<file path="src/rtl/cbio_pkg.sv">
package cbio_pkg;

    typedef enum logic [1:0] {
        ST_IDLE  = 2'd0,
        ST_FETCH = 2'd1,
        ST_MOVE  = 2'd2
    } cbio_state_e;

    // Word offsets inside a command block; read in this order.
    localparam logic [1:0] FLD_OP   = 2'd0;
    localparam logic [1:0] FLD_ADDR = 2'd1;
    localparam logic [1:0] FLD_CNT  = 2'd2;
    localparam logic [1:0] FLD_SPEC = 2'd3;

    // Opcode values.
    localparam int unsigned OP_DEV2MEM = 0;
    localparam int unsigned OP_MEM2DEV = 1;

    // Bit of the special-request word that suppresses the interrupt.
    localparam int unsigned SPEC_QUIET_BIT = 0;

endpackage

</file>
<file path="src/rtl/cbio_arb.sv">
module cbio_arb #(
    parameter int unsigned AW = 12,
    parameter int unsigned DW = 16
) (
    input  logic          want,
    input  logic          want_we,
    input  logic [AW-1:0] want_addr,
    input  logic [DW-1:0] want_wdata,
    input  logic          cpu_req,
    output logic          grant,
    output logic          mem_req,
    output logic          mem_we,
    output logic [AW-1:0] mem_addr,
    output logic [DW-1:0] mem_wdata
);

    // CPU wins every cycle it asks; the engine only steals idle cycles.
    always_comb begin
        grant     = want & ~cpu_req;
        mem_req   = grant;
        mem_we    = grant & want_we;
        mem_addr  = grant ? want_addr : '0;
        mem_wdata = (grant && want_we) ? want_wdata : '0;
    end

endmodule

</file>
<file path="src/rtl/cbio_devsel.sv">
module cbio_devsel #(
    parameter int unsigned NDEV = 4,
    parameter int unsigned DW   = 16,
    parameter int unsigned DEVW = 2
) (
    input  logic [DEVW-1:0]    sel,
    input  logic [NDEV-1:0]    rd_valid,
    input  logic [NDEV*DW-1:0] rd_data,
    input  logic [NDEV-1:0]    wr_ready,
    input  logic               pop_en,
    input  logic               push_en,
    output logic               sel_valid,
    output logic               sel_ready,
    output logic [DW-1:0]      sel_data,
    output logic [NDEV-1:0]    rd_pop,
    output logic [NDEV-1:0]    wr_push
);

    logic [NDEV-1:0] hit;

    for (genvar g = 0; g < NDEV; g++) begin : g_port
        assign hit[g]     = (sel == DEVW'(g));
        assign rd_pop[g]  = pop_en & hit[g];
        assign wr_push[g] = push_en & hit[g];
    end

    always_comb begin
        sel_valid = 1'b0;
        sel_ready = 1'b0;
        sel_data  = '0;
        for (int i = 0; i < NDEV; i++) begin
            if (hit[i]) begin
                sel_valid = sel_valid | rd_valid[i];
                sel_ready = sel_ready | wr_ready[i];
                sel_data  = sel_data | rd_data[i*DW +: DW];
            end
        end
    end

endmodule

</file>
<file path="src/rtl/cbio_seq.sv">
module cbio_seq
    import cbio_pkg::*;
#(
    parameter int unsigned AW   = 12,
    parameter int unsigned DW   = 16,
    parameter int unsigned DEVW = 2
) (
    input  logic            clk,
    input  logic            rst_n,
    input  logic            issue_vld,
    input  logic [DEVW-1:0] issue_dev,
    input  logic [AW-1:0]   issue_addr,
    input  logic            irq_ack,
    input  logic            grant,
    input  logic [DW-1:0]   mem_rdata,
    input  logic            sel_valid,
    input  logic            sel_ready,
    input  logic [DW-1:0]   sel_data,
    output logic            want,
    output logic            want_we,
    output logic [AW-1:0]   want_addr,
    output logic [DW-1:0]   want_wdata,
    output logic [DEVW-1:0] sel,
    output logic            pop_en,
    output logic            push_en,
    output logic            busy,
    output logic            irq,
    output logic            err
);

    typedef struct packed {
        cbio_state_e     st;
        logic [DEVW-1:0] dev;
        logic [AW-1:0]   base;
        logic [1:0]      idx;
        logic            dir_out;
        logic [AW-1:0]   dptr;
        logic [DW-1:0]   cnt;
        logic            quiet;
        logic            irq;
        logic            err;
    } seq_t;

    seq_t r_q, r_d;
    logic finish, fin_err, fin_quiet;

    always_comb begin
        r_d        = r_q;
        want       = 1'b0;
        want_we    = 1'b0;
        want_addr  = '0;
        want_wdata = '0;
        pop_en     = 1'b0;
        push_en    = 1'b0;
        finish     = 1'b0;
        fin_err    = 1'b0;
        fin_quiet  = r_q.quiet;

        if (irq_ack) begin
            r_d.irq = 1'b0;
        end

        case (r_q.st)
            ST_IDLE: begin
                if (issue_vld) begin
                    r_d.st   = ST_FETCH;
                    r_d.dev  = issue_dev;
                    r_d.base = issue_addr;
                    r_d.idx  = FLD_OP;
                    r_d.err  = 1'b0;
                end
            end
            ST_FETCH: begin
                want      = 1'b1;
                want_addr = r_q.base + AW'(r_q.idx);
                if (grant) begin
                    r_d.idx = r_q.idx + 2'd1;
                    case (r_q.idx)
                        FLD_OP: begin
                            r_d.dir_out = mem_rdata[0];
                            if (mem_rdata > DW'(OP_MEM2DEV)) begin
                                finish  = 1'b1;
                                fin_err = 1'b1;
                            end
                        end
                        FLD_ADDR: r_d.dptr = mem_rdata[AW-1:0];
                        FLD_CNT:  r_d.cnt  = mem_rdata;
                        default: begin
                            r_d.quiet = mem_rdata[SPEC_QUIET_BIT];
                            fin_quiet = mem_rdata[SPEC_QUIET_BIT];
                            if (r_q.cnt == '0) begin
                                finish = 1'b1;
                            end else begin
                                r_d.st = ST_MOVE;
                            end
                        end
                    endcase
                end
            end
            ST_MOVE: begin
                want_addr = r_q.dptr;
                if (!r_q.dir_out) begin
                    want       = sel_valid;
                    want_we    = 1'b1;
                    want_wdata = sel_data;
                    pop_en     = grant;
                end else begin
                    want    = sel_ready;
                    push_en = grant;
                end
                if (grant) begin
                    r_d.dptr = r_q.dptr + AW'(1);
                    r_d.cnt  = r_q.cnt - DW'(1);
                    if (r_q.cnt == DW'(1)) begin
                        finish = 1'b1;
                    end
                end
            end
            default: r_d.st = ST_IDLE;
        endcase

        if (finish) begin
            r_d.st  = ST_IDLE;
            r_d.err = fin_err;
            r_d.irq = r_d.irq | fin_err | ~fin_quiet;
        end
    end

    always_ff @(posedge clk) begin
        if (!rst_n) begin
            r_q <= '0;
        end else begin
            r_q <= r_d;
        end
    end

    assign sel  = r_q.dev;
    assign busy = (r_q.st != ST_IDLE);
    assign irq  = r_q.irq;
    assign err  = r_q.err;

endmodule

</file>
<file path="src/rtl/cbio_engine.sv">
module cbio_engine #(
    parameter int unsigned AW   = 12,
    parameter int unsigned DW   = 16,
    parameter int unsigned NDEV = 4,
    localparam int unsigned DEVW = (NDEV > 1) ? $clog2(NDEV) : 1
) (
    input  logic               clk,
    input  logic               rst_n,
    input  logic               issue_vld,
    input  logic [DEVW-1:0]    issue_dev,
    input  logic [AW-1:0]      issue_addr,
    output logic               busy_o,
    output logic               irq_o,
    input  logic               irq_ack,
    output logic               err_o,
    input  logic               cpu_mem_req,
    output logic               mem_req,
    output logic               mem_we,
    output logic [AW-1:0]      mem_addr,
    output logic [DW-1:0]      mem_wdata,
    input  logic [DW-1:0]      mem_rdata,
    input  logic [NDEV-1:0]    dev_rd_valid,
    input  logic [NDEV*DW-1:0] dev_rd_data,
    output logic [NDEV-1:0]    dev_rd_pop,
    input  logic [NDEV-1:0]    dev_wr_ready,
    output logic [NDEV-1:0]    dev_wr_push,
    output logic [DW-1:0]      dev_wr_data
);

    logic            want, want_we, grant;
    logic [AW-1:0]   want_addr;
    logic [DW-1:0]   want_wdata;
    logic [DEVW-1:0] sel;
    logic            pop_en, push_en;
    logic            sel_valid, sel_ready;
    logic [DW-1:0]   sel_data;

    cbio_seq #(.AW(AW), .DW(DW), .DEVW(DEVW)) u_seq (
        .clk        (clk),
        .rst_n      (rst_n),
        .issue_vld  (issue_vld),
        .issue_dev  (issue_dev),
        .issue_addr (issue_addr),
        .irq_ack    (irq_ack),
        .grant      (grant),
        .mem_rdata  (mem_rdata),
        .sel_valid  (sel_valid),
        .sel_ready  (sel_ready),
        .sel_data   (sel_data),
        .want       (want),
        .want_we    (want_we),
        .want_addr  (want_addr),
        .want_wdata (want_wdata),
        .sel        (sel),
        .pop_en     (pop_en),
        .push_en    (push_en),
        .busy       (busy_o),
        .irq        (irq_o),
        .err        (err_o)
    );

    cbio_arb #(.AW(AW), .DW(DW)) u_arb (
        .want       (want),
        .want_we    (want_we),
        .want_addr  (want_addr),
        .want_wdata (want_wdata),
        .cpu_req    (cpu_mem_req),
        .grant      (grant),
        .mem_req    (mem_req),
        .mem_we     (mem_we),
        .mem_addr   (mem_addr),
        .mem_wdata  (mem_wdata)
    );

    cbio_devsel #(.NDEV(NDEV), .DW(DW), .DEVW(DEVW)) u_devsel (
        .sel       (sel),
        .rd_valid  (dev_rd_valid),
        .rd_data   (dev_rd_data),
        .wr_ready  (dev_wr_ready),
        .pop_en    (pop_en),
        .push_en   (push_en),
        .sel_valid (sel_valid),
        .sel_ready (sel_ready),
        .sel_data  (sel_data),
        .rd_pop    (dev_rd_pop),
        .wr_push   (dev_wr_push)
    );

    // Outbound word comes straight from the memory read of the same cycle.
    assign dev_wr_data = mem_rdata;

endmodule

</file>
<file path="config.mk">
export PLATFORM = sky130hd
export DESIGN_NAME = cbio_engine
export DESIGN_NICKNAME = d
export VERILOG_FILES = /design/src/rtl/cbio_pkg.sv /design/src/rtl/cbio_arb.sv /design/src/rtl/cbio_devsel.sv /design/src/rtl/cbio_seq.sv /design/src/rtl/cbio_engine.sv
export SDC_FILE = /design/constraint.sdc
export NUM_CORES = 1
export LEC_CHECK = 0
export ABC_AREA = 1
export ABC_CLOCK_PERIOD_IN_PS = 4860
export BUFFER_PORTS_ARGS = -buffer_cell sky130_fd_sc_hd__clkbuf_2
export CAP_MARGIN = 10
export CORE_MARGIN = 3
export CORE_UTILIZATION = 27
export CTS_CLUSTER_SIZE = 12
export DETAILED_ROUTE_END_ITERATION = 12
export GPL_TIMING_DRIVEN = 0
export PLACE_DENSITY_LB_ADDON = 0.3
export SETUP_SLACK_MARGIN = 0.05
export SKIP_CTS_REPAIR_TIMING = 1
export SKIP_LAST_GASP = 1
export SLEW_MARGIN = 30
export SYNTH_ARGS = -nofsm -noshare
export SYNTH_HDL_FRONTEND = slang
export SYNTH_SLANG_ARGS = --single-unit
</file>
<file path="constraint.sdc">
create_clock -name clk -period 4.86 [get_ports clk]
set_input_delay 0.486 -clock clk [delete_from_list [all_inputs] [get_ports clk]]
set_output_delay 0.486 -clock clk [all_outputs]
set_load 0.02 [all_outputs]
</file>
==> reports/summary.txt <==
========================================================================================================
Max-Cap Viols                                                                                          0
Net Sw Frac                                                                                        51.8%
Vias in the first global route                                                                      4681
Final Hold Viols                                                                                       0
DRC violation total after the first TritonRoute iteration                                            230
Final instance area                                                                         0.00544 mm^2
Largest fanout of any net on the critical path                                                        10
Count of final setup violators                                                                         0
Number of buffers added on ports                                                                     162
Total internal power                                                                             1.29 mW
Area of the mapped netlist                                                                  0.00422 mm^2
Logic gate share of total power                                                                    61.9%
Timing-limited maximum frequency                                                                 330 MHz
Deepest level of the CTS H-tree                                                                        2
Area enclosed by the die boundary                                                            0.0172 mm^2
Post-CTS clock slew at the launch and capture registers of the worst setup and hold paths          70 ps
Crit path kind                                                                              flop to output port
Worst relative slew slack                                                                          53.8%
ANT nets after route                                                                                   0
Post-DP HPWL                                                                                    12500 um
Register-to-Register Path Depth                                                                       11
Clk Latency, worst-skew pair                                                                      300 ps
Util after Layout                                                                                  35.7%
Nature of the critical path startpoint                                                              flop
Clock tree from TritonCTS                                                                           done
Power per standard cell area                                                                 492 mW/mm^2
Number of standard cells in the layout, taps in and fillers out                                     1093
Core ar.                                                                                     0.0153 mm^2
Worst min-delay path class                                                                  input port to flop
DR WL/cell                                                                                       14.1 um
Pin slew with the least headroom to its limit                                                     687 ps
Total Routed Length                                                                             15400 um
Sequential Power Share                                                                             24.5%
Total Power Consumption                                                                          2.68 mW
Clock buffer depth                                                                                     2
Proportion of synthesized chip area in sequential cells                                            23.7%
Site Rows                                                                                             45
Total routing resource utilization after global routing                                            17.2%
Cell chosen for the clock root                                                                 clkbuf_16
Drc violations                                                                                         0
Instance count after placement with tap cells included                                              1085
Worst EP arrival                                                                                 2540 ps
Count of state elements after synthesis                                                               50
Number of sinks driven by the clock tree                                                              50
Static power due to leakage                                                                      2.83 nW
First drt pass iteration count                                                                         4
Die X-Extent                                                                                      131 um
Synth warnings                                                                                         0
Clock network fraction of design power                                                             13.7%
Cts bufs inserted                                                                                      5
Max-slew violation total from the final report                                                         0
Ant diodes                                                                                             0
Nets                                                                                                1002
Required time reported for the critical path endpoint                                            4370 ps
Starting density of the core                                                                       27.7%
Sort of element at the end of the critical path                                              output port
Result of the run                                                                           finished clean
Number of antenna violations at the first check in global routing                                      0
First-pass GRT wire length                                                                      23300 um
Via count                                                                                           5099
Largest net degree at the start of global routing                                                     17
I/O pin total                                                                                        164
Setup TNS                                                                                           0 ps
DIE HEIGHT                                                                                        131 um
Worst Hold Path Cells                                                                                  3
Setup repair after global routing missed its margin                                                false
Share of the cycle needed by the critical path after routing                                       62.3%
Final Skew                                                                                       6.80 ps
Cells after synthesis                                                                                712
Remaining global-route overflow                                                                        0
Mean cell area of the mapped netlist                                                           5.93 um^2
Count of cell types in the netlist                                                                    36
Share of cells above drive strength 1                                                              24.7%
Switching pwr                                                                                    1.39 mW
Synthesized net count                                                                                833
Area after detailed placement                                                               0.00530 mm^2
Routed via count divided by cell count                                                              4.67
Worst IR drop on VDD                                                                              228 uV
Placer's final routability congestion estimate                                                     0.845
Shortest period the worst path allows                                                            3030 ps
Area added between synthesis and finish                                                            28.9%
========================================================================================================
-- synthesized netlist by cell type --
library cell	number	share of area, %
nand3b_4	1	0.47
buf_4	18	3.2
nand4_1	11	1.6
nor3_1	7	0.83
nand2_4	2	0.53
xnor2_1	2	0.42
inv_2	5	0.44
nor2_4	2	0.53
a31oi_1	1	0.15
ha_1	13	3.9
o32ai_1	1	0.21
fa_1	1	0.47
o21ai_0	52	6.2
o211ai_1	1	0.18
nand3b_1	2	0.36
nand3_4	2	0.83
nand3_2	1	0.24
a31o_2	1	0.21
o31ai_1	1	0.18
dfxtp_1	50	24
a21oi_2	7	1.5
a21oi_1	42	5.0
nor2_1	132	12
a221oi_1	10	2.1
buf_6	4	1.1
nand3_1	59	7.0
a41oi_1	1	0.21
o22ai_1	7	1.0
buf_2	4	0.47
nand2_1	156	14
xor2_1	7	1.5
buf_1	1	0.089
inv_1	88	7.8
nand2_2	1	0.15
a22oi_1	3	0.53
clkbuf_1	16	1.4
-- power by group through the flow --
stage | Clock, mW | Sequential [mW] | Combinational, mW
after CTS | 0.377 | 0.653 | 1.65
after global placement | 0 | 0.661 | 1.64
after global routing | 0.390 | 0.675 | 1.87
after detailed placement | 0 | 0.661 | 1.64
final | 0.366 | 0.654 | 1.66
after floorplan | 0 | 0.633 | 1.23
-- final timing paths --
path	slack [ps]	to	startpoint
hold reg to reg	470	u_seq.irq	u_seq.irq
setup / recovery	1830	dev_wr_push[3]	u_seq.r_q[49]
setup reg to reg	2610	u_seq.r_q[11]	u_seq.r_q[48]
hold / removal	430	u_seq.r_q[34]	issue_addr[0]
-- critical path: stages (launching register included) --
cell	delay [ps]
dfxtp_1	330
inv_1	80
ha_1	300
inv_1	170
nor2_1	190
nand2_1	180
nand2_4	210
nand2_4	130
inv_1	180
nand2_1	160
nor2_1	120
clkbuf_2	190
-- metal layers --
layer	global-route usage, %	wire [um]	vias to the layer above
li1	-	-	2617
met1	20.2	6540	2287
met2	32.4	7490	186
met3	2.93	1190	9
met4	3.75	182	0
met5	0	0	-
-- flip-flops by register name, summed over array words and instances, names as in the netlist --
signal	cells
u_seq.err	1
u_seq.irq	1
u_seq.r_q	46
u_seq.sel	2
-- cell families after synthesis --
| group | Yosys count | share of synthesized area, % |
|---|---|---|
| buf+inv | 136 | 14.5 |
| fa+ha+maj | 14 | 4.33 |
| flops | 50 | 23.7 |
| simple gates | 376 | 38.2 |
| xor+xnor | 9 | 1.87 |
| compound gates | 127 | 17.4 |
-- cell type report --
cell class                      instances  area (um^2)
Inverter                               93          349
Clock buffer                            5          125
Multi-Input combinational cell        526         2610
Buffer                                 43          264
Clock inverter                          3         21.3
Tap cell                              211          264
Fill cell                            1747         9820
Sequential cell                        50         1000
Timing Repair Buffer                  162          811
-- stage by stage --
stage	hold slack [ps]	setup slack, ps
2_1_floorplan	451	2470
3_3_place_gp	463	2110
3_5_place_dp	464	2140
4_1_cts	432	1800
5_1_grt	464	1610
6_report	432	1830
-- layout by cell type (no fill, tap or decap), types with 5 or more instances in the layout --
cell,Yosys,routed
clkbuf_2,0,162
nand2_1,156,156
nor2_1,132,132
inv_1,88,88
nand3_1,59,59
o21ai_0,52,52
dfxtp_1,50,50
a21oi_1,42,42
buf_4,18,18
clkbuf_1,16,16
ha_1,13,13
nand4_1,11,11
a221oi_1,10,10
nor3_1,7,7
o22ai_1,7,7
xor2_1,7,7
a21oi_2,7,7
inv_2,5,5
clkbuf_16,0,5
Power figures use the tool's default switching activity.
